$ cat config.mk
export PLATFORM = sky130hd
export DESIGN_NAME = qw_wrap_sequencer
export DESIGN_NICKNAME = d
export VERILOG_FILES = /design/src/rtl/wrap_seq_pkg.sv /design/src/rtl/wrap_seq_ctrl.sv /design/src/rtl/wrap_seq_dp.sv /design/src/rtl/qw_wrap_sequencer.sv
export SDC_FILE = /design/constraint.sdc
export NUM_CORES = 1
export LEC_CHECK = 0
export BUFFER_PORTS_ARGS = -buffer_cell sky130_fd_sc_hd__buf_2
export CAP_MARGIN = 40
export CORE_AREA = 2 2 39 41
export CTS_CLUSTER_SIZE = 12
export DETAILED_ROUTE_END_ITERATION = 7
export DIE_AREA = 0 0 41 43
export HOLD_SLACK_MARGIN = 0.1
export SLEW_MARGIN = 40
export SYNTH_ARGS = -nofsm -noshare
export SYNTH_HDL_FRONTEND = slang
export SYNTH_SLANG_ARGS = --single-unit
$ cat constraint.sdc
create_clock -name clk -period 2.4 [get_ports clk]
set_clock_uncertainty 0.2 [all_clocks]
set_input_delay 0.48 -clock clk [delete_from_list [all_inputs] [get_ports clk]]
set_output_delay 0.48 -clock clk [all_outputs]
set_load 0.05 [all_outputs]
$ cat src/rtl/wrap_seq_pkg.sv
package wrap_seq_pkg;
  typedef enum logic [0:0] {
    ST_IDLE = 1'b0,
    ST_SEND = 1'b1
  } seqState_t;

  // strobes from the control to the datapath
  typedef struct packed {
    logic load;   // capture start index and mode, clear beat count
    logic step;   // a beat was accepted, advance the count
  } seqStrobe_t;
endpackage

$ cat src/rtl/wrap_seq_ctrl.sv
module wrap_seq_ctrl
  import wrap_seq_pkg::*;
(
  input  logic       clk,
  input  logic       rstN,
  input  logic       startValid,
  input  logic       beatReady,
  input  logic       atLast,
  output seqStrobe_t strobe,
  output logic       startReady,
  output logic       beatValid,
  output logic       done
);
  seqState_t state, stateNext;

  always_comb begin
    startReady  = (state == ST_IDLE);
    beatValid   = (state == ST_SEND);
    strobe.load = startReady && startValid;
    strobe.step = beatValid && beatReady;
    stateNext   = state;
    if (strobe.load) begin
      stateNext = ST_SEND;
    end else if (strobe.step && atLast) begin
      stateNext = ST_IDLE;
    end
  end

  always_ff @(posedge clk) begin
    if (!rstN) begin
      state <= ST_IDLE;
      done  <= 1'b0;
    end else begin
      state <= stateNext;
      done  <= strobe.step && atLast;
    end
  end

  AST_DONE_AFTER_LAST: assert property (@(posedge clk) disable iff (!rstN)
    (strobe.step && atLast) |=> (done && startReady && !beatValid));
  AST_DONE_SINGLE: assert property (@(posedge clk) disable iff (!rstN)
    done |=> !done);
  AST_STALL_KEEPS_SEND: assert property (@(posedge clk) disable iff (!rstN)
    (beatValid && !beatReady) |=> beatValid);
  AST_START_LAUNCHES: assert property (@(posedge clk) disable iff (!rstN)
    strobe.load |=> (beatValid && !startReady));
endmodule

$ cat src/rtl/wrap_seq_dp.sv
module wrap_seq_dp
  import wrap_seq_pkg::*;
#(
  parameter int QW_W   = 3,
  parameter int PAIR_W = 1
) (
  input  logic            clk,
  input  logic            rstN,
  input  seqStrobe_t      strobe,
  input  logic [QW_W-1:0] startIdx,
  input  logic            startDouble,
  output logic [QW_W-1:0] beatIdx,
  output logic            atFirst,
  output logic            atLast
);
  logic [QW_W-1:0] baseIdx;
  logic [QW_W-1:0] beatCnt;
  logic            dblMode;

  always_ff @(posedge clk) begin
    if (!rstN) begin
      baseIdx <= '0;
      beatCnt <= '0;
      dblMode <= 1'b0;
    end else if (strobe.load) begin
      baseIdx <= startIdx;
      beatCnt <= '0;
      dblMode <= startDouble;
    end else if (strobe.step) begin
      beatCnt <= beatCnt + QW_W'(1);
    end
  end

  // per-bit order: low bits walk linearly in paired mode, others interleave
  for (genvar i = 0; i < QW_W; i++) begin : g_bit
    if (i < PAIR_W) begin : g_pairLow
      assign beatIdx[i] = dblMode ? beatCnt[i] : (beatCnt[i] ^ baseIdx[i]);
    end else begin : g_inter
      assign beatIdx[i] = beatCnt[i] ^ baseIdx[i];
    end
  end

  assign atFirst = (beatCnt == '0);
  assign atLast  = &beatCnt;

  AST_CRITICAL_FIRST: assert property (@(posedge clk) disable iff (!rstN)
    (strobe.load && !startDouble) |=> (beatIdx == $past(startIdx)));
  AST_PAIR_LOW_ZERO: assert property (@(posedge clk) disable iff (!rstN)
    (strobe.load && startDouble) |=> (beatIdx[PAIR_W-1:0] == '0));
  AST_STEP_LEAVES_FIRST: assert property (@(posedge clk) disable iff (!rstN)
    (strobe.step && !atLast && !strobe.load) |=> !atFirst);
  AST_IDLE_HOLDS_INDEX: assert property (@(posedge clk) disable iff (!rstN)
    (!strobe.step && !strobe.load) |=> $stable(beatIdx));
endmodule

$ cat src/rtl/qw_wrap_sequencer.sv
module qw_wrap_sequencer
  import wrap_seq_pkg::*;
#(
  parameter int QW_W   = 3,
  parameter int PAIR_W = 1
) (
  input  logic            clk,
  input  logic            rstN,
  input  logic            startValid,
  output logic            startReady,
  input  logic [QW_W-1:0] startIdx,
  input  logic            startDouble,
  output logic            beatValid,
  input  logic            beatReady,
  output logic [QW_W-1:0] beatIdx,
  output logic            beatFirst,
  output logic            beatLast,
  output logic            done
);
  localparam int BEATS = 1 << QW_W;

  seqStrobe_t strobe;
  logic       atFirst;
  logic       atLast;

  wrap_seq_ctrl u_ctrl (
    .clk        (clk),
    .rstN       (rstN),
    .startValid (startValid),
    .beatReady  (beatReady),
    .atLast     (atLast),
    .strobe     (strobe),
    .startReady (startReady),
    .beatValid  (beatValid),
    .done       (done)
  );

  wrap_seq_dp #(.QW_W(QW_W), .PAIR_W(PAIR_W)) u_dp (
    .clk         (clk),
    .rstN        (rstN),
    .strobe      (strobe),
    .startIdx    (startIdx),
    .startDouble (startDouble),
    .beatIdx     (beatIdx),
    .atFirst     (atFirst),
    .atLast      (atLast)
  );

  assign beatFirst = beatValid && atFirst;
  assign beatLast  = beatValid && atLast;

  initial begin
    AST_ENOUGH_BEATS: assert (BEATS >= 2 && PAIR_W < QW_W);
  end

  AST_STALL_STABLE: assert property (@(posedge clk) disable iff (!rstN)
    (beatValid && !beatReady) |=> ($stable(beatIdx) && $stable(beatFirst) && $stable(beatLast)));
  AST_BUSY_NO_START: assert property (@(posedge clk) disable iff (!rstN)
    beatValid |-> !startReady);
  AST_FLAGS_EXCLUSIVE: assert property (@(posedge clk) disable iff (!rstN)
    $onehot0({beatFirst, beatLast}));
endmodule

Word-level counts from Yosys, hierarchy flattened
Index checks and enable logic that the tools add are counted.

Flip-flop bits (word level): 9. Input port bits: 8. Output and inout port bits: 8.

Add/sub/neg operators: 1. Mux-type cells: 3. Bitwise operators: 5. Reductions and logical operators: 9.

Operators by type and width (count): logical AND 1 bit (5); adder 3 x 1 -> 3 bit, second input constant (1); logical NOT 3 bit (1); two-way mux 1 bit (3); AND reduction 3 bit (1); XOR 1 bit (3); inverter 1 bit (2); nonzero test 2 bit (1); OR reduction 2 bit (1).

Logic depth before layout (Yosys ltp)
Gate-level depths: netlist of the first run.

Word-level depth: 4. Gate-level depth with buffers: 5.

By module
A second synthesis of the first run with hierarchy kept.

Cells, all modules: 44. Area, all modules: 451.7 µm².

Modules (own cells, without submodules): wrap_seq_dp (times used 1, cells each 33, area each 354.1 µm², seq. area each 140.1 µm²); wrap_seq_ctrl (times used 1, cells each 9, area each 85.1 µm², seq. area each 40.0 µm²); qw_wrap_sequencer (times used 1, cells each 2, area each 12.5 µm², seq. area each 0.0 µm²).

Worst setup path before layout of the first run
No wires, ideal clock.

Path kind: register to output. Start: register u_ctrl.state, in the netlist u_ctrl.beatValid. End: output beatFirst. Arrival time: 2278 ps. Slack: -558 ps. Stages on the path, launching flop included: 4. Buffers on the path: 1. Cell sequence: dfxtp_1 buf_6 inv_1 nor3b_1.

Word-level cells in the longest chain between the ends: 1.

Ends and longest elaborated chain: start: declaration (line wrap_seq_ctrl.sv:14) `seqState_t state, stateNext;`; start signal: assignment (line wrap_seq_ctrl.sv:34) `state <= stateNext;`; logical AND 1 bit (line qw_wrap_sequencer.sv:49) `assign beatFirst = beatValid && atFirst;`; end: declaration (line qw_wrap_sequencer.sv:16) `output logic beatFirst,`.

No other way between the ends.

Worst setup path after layout of the first run
Ends and elaborated chain as after synthesis.

==> results of run 1 <==
[Yosys cell counts (all sizes together)]
master / number
dfxtp: 9
mux2i: 6
nor2b: 6
a21oi: 4
o21ai: 4
and2b: 3
ha: 3
inv: 3
buf: 2
xnor2: 2
xor2: 2
and2: 1
and3: 1
nor3b: 1
[metal layers]
metal	share of wire, %	vias up	global-route usage, %
met5	0	-	0
met4	2.4	0	8.00
met3	4.1	2	4.71
met2	48	6	16.6
met1	45	171	13.9
li1	-	190	-
[cell usage in the layout, fill, tap and decap left out, types with 2 or more instances in the layout]
master and instances:
buf_2 15, and2b_1 3, ha_1 3, inv_1 3, clkbuf_4 3, dfxtp_1 9, mux2i_1 6, xor2_1 2
a21oi_1 4, nor2b_1 5, o21ai_0 4, xnor2_1 2
[sequential cells by signal, indices dropped and copies added (netlist names)]
register / count
u_ctrl.done: 1
u_dp.dblMode: 1
u_dp.beatCnt: 3
u_ctrl.beatValid: 1
u_dp.baseIdx: 3
[worst max-delay path: stages (launching register included)]
cell     delay [ns]
dfxtp_1        0.54
inv_1          0.14
nor3b_4        0.19
buf_2          0.28
[layout make-up]
class                      instances  area share, %
multi-input combinational         33           46.6
clock buffer                       4           4.49
sequential                         9           30.8
inverter                           3           1.92
tap                               16           3.42
timing repair buffer              15           12.8
[final timing paths]
| check | to | from | slack, ns |
|---|---|---|---|
| worst max-delay path | beatFirst | u_ctrl.beatValid$_SDFFE_PN0P_ | 0.32 |
| worst min-delay path | u_dp.baseIdx[0]$_SDFFE_PN0P_ | startIdx[0] | 0.29 |
| worst max register to register | u_ctrl.done$_SDFF_PN0_ | u_dp.beatCnt[0]$_SDFFE_PP0P_ | 1.03 |
| worst min register to register | u_dp.baseIdx[0]$_SDFFE_PN0P_ | u_dp.baseIdx[0]$_SDFFE_PN0P_ | 0.31 |
[stage by stage]
stage | hold WS (ns) | worst slack [ns] | utilization [%]
after detailed placement | 0.295 | 0.568 | 40.4
after floorplan | 0.274 | 0.0943 | -
after global routing | 0.301 | 0.202 | 42.3
final | 0.294 | 0.317 | 42.3
after CTS | 0.286 | 0.293 | 42.3
after global placement | 0.293 | 0.573 | 40.4
[power groups by stage]
stage	registers, W	clock network [W]	logic, W
6_report	0.000169	0.000111	0.0000919
5_1_grt	0.000170	0.000126	0.0000996
4_1_cts	0.000169	0.000117	0.0000928
3_5_place_dp	0.000172	0	0.0000925
3_3_place_gp	0.000172	0	0.0000927
2_1_floorplan	0.000172	0	0.0000733
[cell families after synthesis]
| kind of cell | after synthesis | synth area share [%] |
|---|---|---|
| AND/OR/NAND/NOR | 12 | 18.7 |
| adder cells (fa/ha/maj) | 3 | 7.90 |
| multiplexers | 6 | 12.6 |
| flip-flops | 9 | 37.9 |
| AO/OA/AOI/OAI | 8 | 8.42 |
| XOR/XNOR | 4 | 7.37 |
| buffers and inverters | 5 | 7.10 |
==> run metrics, run 1 <==
Worst Path Required=1.72 ns; worst slew pin tran=0.364 ns; unrepaired setup endpoints after global routing=no; total CTS buffers=3; total I/O pin count=16; Hold Vio Cnt, Final=0; syn_nets=58; area grow syn2layout=23.2%; Port Buffers=15; synthesized area=475 sq um; vias per cell=4.61; outcome=finished clean; fin. max-slew vios=0; Initial DRC Count=0; R2R cell count=4; Detailed Route WL=800 microns; Sw Pwr=0.000116 W; hold path depth=3; CTS tree=done; WS Path Type=flop to primary output; final worst-path cycle share=86.8%; Logic pwr share=24.8%; fin cells=80; Mapped Avg Cell Area=10.1 sq um; core area=0.00138 sq mm; dpl cells=76; PwrDens=634 mW/mm^2; final setup vio count=0; share of post-route cells with drive strength above 1=32.8%; CTS resizes=0; Reg power frac=45.4%; Die Y=43 microns; Max-slew headroom=75.7%; Die ar.=roughly 0.0018 sq mm; distinct cell type count after synthesis=15; total track usage=11.8%; CTS Hold Buffers Added=0; Final Wtd Congestion=0.687; CTS max path bufs=2; Worst Setup Start Kind=flop; Final Cell Area=slightly below 600 sq um; post-synth top area cell=dfxtp_1; top post-synthesis cells by area=dfxtp_1 (38%), mux2i_1 (13%), ha_1 (7.9%); Leak=0.300 nW; Crit path arrival time=1.40 ns; HP Class=primary input to flop; post-CTS setup buffers=0; Seq/Total Area, Yosys=37.9%; Multi-input gate area=273 sq um; VDD IR max=approximately 0.23 mV; Critical Path End Type=primary output; H-tree Lvls=1; Die Wd=41 microns; Filler cells=between 100 and 150; CTS clk-pin slew, worst paths=0.06 ns; FF/Latch Area=180 sq um; synthesized instance count=47; vias after detailed routing=369; global route total overflow=0; ANT nets after route=0; switch share=31.4%; clock network fraction of design power=roughly 30%; total internal power=0.000255 W; Max-Cap Viols=0; Nets=76; Residual DRC=0; Fmax=between 400 and 500 MHz; routed len/inst=10.0 microns; Starting Density=between 30 and 40%; clk_lat worst skew=between 0.2 and 0.3 ns; # diodes=0; Critical Path Fanout Max=11; post-route total power=0.000371 W; synthesized flop and latch total=9; setup TNS=0 ns; Synth Warn #=0; Sink Count=9; dpl cell area=559 sq um; initial antenna violation count=0; largest net degree at the start of global routing=12; FP Rows=14; min cycle time layout=around 2.1 ns; post-DP HPWL=606 microns; Synth top area share=37.9%; vias in the first global route=approximately 340; first-pass GRT wire length=1350 microns; drt first pass iters=1; root buf cell=clkbuf_4
Note: power is estimated with default switching activity, not from simulation.
==> run 2: changes to the inputs <==
--- a/config.mk
+++ b/config.mk
@@ -8,6 +8,7 @@
 export BUFFER_PORTS_ARGS = -buffer_cell sky130_fd_sc_hd__buf_2
 export CAP_MARGIN = 40
 export CORE_AREA = 2 2 39 41
+export CTS_BUF_LIST = sky130_fd_sc_hd__clkbuf_8 sky130_fd_sc_hd__clkbuf_16
 export CTS_CLUSTER_SIZE = 12
 export DETAILED_ROUTE_END_ITERATION = 7
 export DIE_AREA = 0 0 41 43
==> run 2 against run 1 <==
Global-route usage increased by 0.20 points. Total power increased by 16%. Register-to-register slack about the same. Largest cell class unchanged. Maximum frequency increased by 1.5%. Final area increased by 3.2%. Utilization increased by 1.4 points. Largest power group unchanged. Critical path type unchanged.
==> run metrics, run 2 (synthesis results as in run 1) <==
outcome=finished clean (unchanged); Die ar.=0.00176 sq mm (unchanged); Worst Path Required=1.72 ns (about the same); CP cell instances=inv_1 -> nor3b_4 -> buf_2 (unchanged); first-pass GRT wire length=1340 microns (was 1350 microns); setup TNS=0 ns (unchanged); Worst Hold Path EP=u_dp.baseIdx[0]$_SDFFE_PN0P_ (unchanged); Critical Path Fanout Max=11 (unchanged); HP Start=u_dp.baseIdx[0]$_SDFFE_PN0P_ (was startIdx[0]); vias in the first global route=330 (was 337); Top Layer Used=met4 (unchanged); PwrDens=710 mW/mm^2 (was 634 mW/mm^2); final setup vio count=0 (unchanged); H-tree Lvls=1 (unchanged); fin. max-slew vios=0 (unchanged); Max-slew headroom=76.0% (was 75.7%); R2R Path Start=u_dp.beatCnt[0]$_SDFFE_PP0P_ (unchanged); R2R cell count=4 (unchanged); WS Path Type=flop to primary output (unchanged); global route total overflow=0 (unchanged); clk_lat worst skew=0.23 ns (was 0.25 ns); CTS clk-pin slew, worst paths=0.04 ns (was 0.06 ns); # diodes=0 (unchanged); R2R Setup Slk=1.03 ns (about the same); Max-Cap Viols=0 (unchanged); core area=0.00138 sq mm (unchanged); Largest regs=u_dp.baseIdx: 3 flops, u_dp.beatCnt: 3 flops (unchanged); Leak=0.312 nW (was 0.300 nW); CP max-delay cell=dfxtp_1 (unchanged); HP Class=flop to flop (was primary input to flop); CTS Hold Buffers Added=0 (unchanged); CTS resizes=0 (unchanged); fin cells=80 (unchanged); Filler cells=132 (unchanged); Sink Count=9 (unchanged); final worst-path cycle share=85.5% (was 86.8%); FP Rows=14 (unchanged); most common cell after layout, fill and taps aside=buf_2 (unchanged); Final Wtd Congestion=0.687 (unchanged); Fmax=487 MHz (was 480 MHz); Worst Setup Start Kind=flop (unchanged); Port Buffers=15 (unchanged); Critical Path End Type=primary output (unchanged); total CTS buffers=3 (unchanged); Initial DRC Count=3 (was 0); share of post-route cells with drive strength above 1=32.8% (unchanged); Post-Route M1 WL=379 microns (was 359 microns); post-DP HPWL=606 microns (unchanged); Hold Vio Cnt, Final=0 (unchanged); Residual DRC=0 (unchanged); CP peak stage delay=0.53 ns (was 0.54 ns); min cycle time layout=2.05 ns (was 2.08 ns); CTS tree=done (unchanged); vias after detailed routing=367 (was 369); Die Y=43 microns (unchanged); CTS max path bufs=2 (unchanged); initial antenna violation count=0 (unchanged); R2R Path End=u_ctrl.done$_SDFF_PN0_ (unchanged); root buf cell=clkbuf_8 (was clkbuf_4); dpl cell area=559 sq um (unchanged); vias per cell=4.59 (was 4.61); drt first pass iters=2 (was 1); area grow syn2layout=27.1% (was 23.2%); Starting Density=34.4% (unchanged); post-CTS setup buffers=0 (unchanged); Final Cell Area=604 sq um (was 586 sq um); VDD IR max=0.286 mV (was 0.232 mV); Detailed Route WL=827 microns (was 800 microns); Crit path arrival time=1.37 ns (was 1.40 ns); commonest non-fill, non-tap cells in the layout=buf_2 (15), dfxtp_1 (9), mux2i_1 (6) (unchanged); met2 wire length=384 microns (was 387 microns); total track usage=12.0% (was 11.8%); dpl cells=76 (unchanged); routed len/inst=10.3 microns (was 10.0 microns); hold path depth=2 (was 3); worst slew pin tran=0.359 ns (was 0.364 ns); largest net degree at the start of global routing=12 (unchanged); total I/O pin count=16 (unchanged); ANT nets after route=0 (unchanged); met3 wire len=44 microns (was 33 microns); Die Wd=41 microns (unchanged); Nets=76 (unchanged); unrepaired setup endpoints after global routing=no (unchanged)
==> run 2: changes by cell type in the layout (fill, tap and decap cells not counted) <==
cell | previous run | this run
inv_1 | 3 | 4
clkbuf_8 | 0 | 3
clkbuf_1 | 1 | 0
clkbuf_4 | 3 | 0
==> run 2: cell type report <==
cell class                      count  area (sq um)  share of cell area, %
Multi-Input combinational cell     33           273                   45.1
Sequential cell                     9           180                   29.8
Timing Repair Buffer               15          75.1                   12.4
Clock buffer                        3          41.3                   6.83
Tap cell                           16          20.0                   3.31
Inverter                            3          11.3                   1.86
Clock inverter                      1          3.75                  0.621
==> run 2: metal layers <==
metal  global-route usage (%)  vias to the layer above
met3                     4.71                        2
li1                         -                      188
met4                     10.0                        0
met5                        0                        -
met1                     13.9                      169
met2                     16.3                        8
==> run 2: where the power goes <==
part	switching [W]	internal (W)
clock	0.0000566	0.000111
combinational	0.0000592	0.0000329
sequential	0.0000105	0.000159
==> run 2: worst max-delay path by stage <==
stage                                        from        end  slack [ns]  cells after the start
detailed placement  u_ctrl.beatValid$_SDFFE_PN0P_  beatFirst        0.57                      3
finish              u_ctrl.beatValid$_SDFFE_PN0P_  beatFirst        0.35                      3
global placement    u_ctrl.beatValid$_SDFFE_PN0P_  beatFirst        0.57                      3
CTS                 u_ctrl.beatValid$_SDFFE_PN0P_  beatFirst        0.32                      3
floorplan           u_ctrl.beatValid$_SDFFE_PN0P_  beatFirst        0.09                      3
global route        u_ctrl.beatValid$_SDFFE_PN0P_  beatFirst        0.24                      3
==> run 2: stage by stage <==
step	setup slack, ns	hold WS [ns]	power (W)	utilization [%]
after floorplan	0.0943	0.274	0.000245	-
after global placement	0.573	0.293	0.000265	40.4
after detailed placement	0.568	0.295	0.000265	40.4
after CTS	0.323	0.309	0.000436	43.7
after global routing	0.240	0.334	0.000451	43.7
final	0.348	0.305	0.000429	43.7
==> run 2: worst max-delay path: cells and delay by family (launching register included) <==
kind                   cells  cell delay (ns)
buffers and inverters      2             0.42
flip-flops                 1             0.53
AND/OR/NAND/NOR            1             0.19
==> run 3: changes to the inputs <==
--- a/config.mk
+++ b/config.mk
@@ -12,6 +12,7 @@
 export CTS_CLUSTER_SIZE = 12
 export DETAILED_ROUTE_END_ITERATION = 7
 export DIE_AREA = 0 0 41 43
+export GPL_TIMING_DRIVEN = 0
 export HOLD_SLACK_MARGIN = 0.1
 export SLEW_MARGIN = 40
 export SYNTH_ARGS = -nofsm -noshare
==> run 3 against run 2 <==
Total power up 1.8%. First-iteration DRC count rose to 3.0 times the previous value. Worst hold slack better by 0.0040 ns. Register-to-register slack about the same.
==> run metrics, run 3 (synthesis results as in run 1) <==
outcome=finished clean (unchanged); Starting Density=34.4% (unchanged); Critical Path End Type=primary output (unchanged); final worst-path cycle share=84.0% (was 85.5%); PwrDens=697 mW/mm^2 (was 710 mW/mm^2); vias in the first global route=345 (was 330); vias per cell=4.60 (was 4.59); CP peak stage delay=0.34 ns (was 0.53 ns); Residual DRC=0 (unchanged); Detailed Route WL=841 microns (was 827 microns); CTS resizes=0 (unchanged); total CTS buffers=3 (unchanged); min cycle time layout=2.02 ns (was 2.05 ns); global route total overflow=0 (unchanged); first-pass GRT wire length=1320 microns (was 1340 microns); Hold Vio Cnt, Final=0 (unchanged); Filler cells=146 (was 132); # diodes=0 (unchanged); largest net degree at the start of global routing=11 (was 12); Critical Path Fanout Max=5 (was 11); post-DP HPWL=647 microns (was 606 microns); area grow syn2layout=31.8% (was 27.1%); ANT nets after route=0 (unchanged); unrepaired setup endpoints after global routing=no (unchanged); CP cell instances=ha_1 -> ha_1 -> and2_2 -> buf_2 (was inv_1 -> nor3b_4 -> buf_2); CTS max path bufs=2 (unchanged); commonest non-fill, non-tap cells in the layout=buf_2 (15), dfxtp_1 (9), mux2i_1 (6) (unchanged); Worst Path Required=1.72 ns (about the same); Leak=0.324 nW (was 0.312 nW); Max-Cap Viols=0 (unchanged); CTS Hold Buffers Added=0 (unchanged); fin util=45.3% (was 43.7%); drt first pass iters=2 (unchanged); total track usage=11.6% (was 12.0%); setup TNS=0 ns (unchanged); VDD IR max=0.274 mV (was 0.286 mV); initial antenna violation count=0 (unchanged); most common cell after layout, fill and taps aside=buf_2 (unchanged); fin. max-slew vios=0 (unchanged); routed len/inst=10.3 microns (about the same); Initial DRC Count=9 (was 3); Nets=78 (was 76); Crit path arrival time=1.34 ns (was 1.37 ns); CTS tree=done (unchanged); Final Wtd Congestion=0.671 (was 0.687); Largest regs=u_dp.baseIdx: 3 flops, u_dp.beatCnt: 3 flops (unchanged); WHS=0.309 ns (was 0.305 ns); Max-slew headroom=83.4% (was 76.0%); Critical Path Most Common Cell=ha_1; CP max-delay cell=dfxtp_1 (unchanged); root buf cell=clkbuf_8 (unchanged); clk_lat worst skew=0.23 ns (about the same); share of post-route cells with drive strength above 1=34.8% (was 32.8%); Die Wd=41 microns (unchanged); WS Path Type=flop to primary output (unchanged); total I/O pin count=16 (unchanged); worst slew pin tran=0.249 ns (was 0.359 ns); Fmax=496 MHz (was 487 MHz); HP Class=primary input to flop (was flop to flop); post-CTS setup buffers=0 (unchanged); Die ar.=0.00176 sq mm (unchanged); Worst Setup Start Kind=flop (unchanged); final setup vio count=0 (unchanged); core area=0.00138 sq mm (unchanged); Port Buffers=15 (unchanged); Die Y=43 microns (unchanged); CTS clk-pin slew, worst paths=0.04 ns (about the same); H-tree Lvls=1 (unchanged); FP Rows=14 (unchanged); vias after detailed routing=377 (was 367); Sink Count=9 (unchanged)
run 3: path summary, 6_finish.rpt:
path,from,to,slack [ns],cells after the start
max,u_dp.beatCnt[1]$_SDFFE_PP0P_,beatLast,0.38,4
min,startIdx[2],u_dp.baseIdx[2]$_SDFFE_PN0P_,0.31,3
max reg2reg,u_dp.beatCnt[1]$_SDFFE_PP0P_,u_ctrl.done$_SDFF_PN0_,1.03,4
min reg2reg,u_dp.baseIdx[0]$_SDFFE_PN0P_,u_dp.baseIdx[0]$_SDFFE_PN0P_,0.31,2
run 3: metal layers:
layer  GRT usage, %  share of wire, %  wire (microns)
met1           12.3                44             374
met2           17.5                50             421
met5              0                 0               0
met3           3.14               3.1              26
met4           10.0               2.3              19
run 3: final cells by class:
class	instances	area, sq um	share of cell area [%]
clock buffer	3	41.3	6.59
multi-input combinational	33	273	43.5
buffer	2	22.5	3.59
clock inverter	1	3.75	0.599
timing repair buffer	15	75.1	12.0
tap	16	20.0	3.19
inverter	3	11.3	1.80
sequential	9	180	28.7
run 3: worst max-delay path, delay by kind of cell (launching register included):
kind	cells	cell delay, ns
adder cells (fa/ha/maj)	2	0.36
flip-flops	1	0.34
buffers and inverters	1	0.21
AND/OR/NAND/NOR	1	0.19
run 3: power breakdown:
group	switching (W)	internal [W]	total, W
logic	0.0000625	0.0000372	0.0000997
registers	0.00000788	0.000159	0.000167
clock network	0.0000592	0.000111	0.000171
total	0.000130	0.000307	0.000437
run 3: through the flow:
step | power, W | setup WS [ns] | area (sq um) | cells
after floorplan | 0.000245 | 0.0943 | 487 | 47
after global placement | 0.000269 | 0.615 | 582 | 78
after detailed placement | 0.000270 | 0.614 | 582 | 78
after CTS | 0.000446 | 0.362 | 627 | 82
after global routing | 0.000461 | 0.299 | 627 | 82
final | 0.000437 | 0.384 | 627 | 82
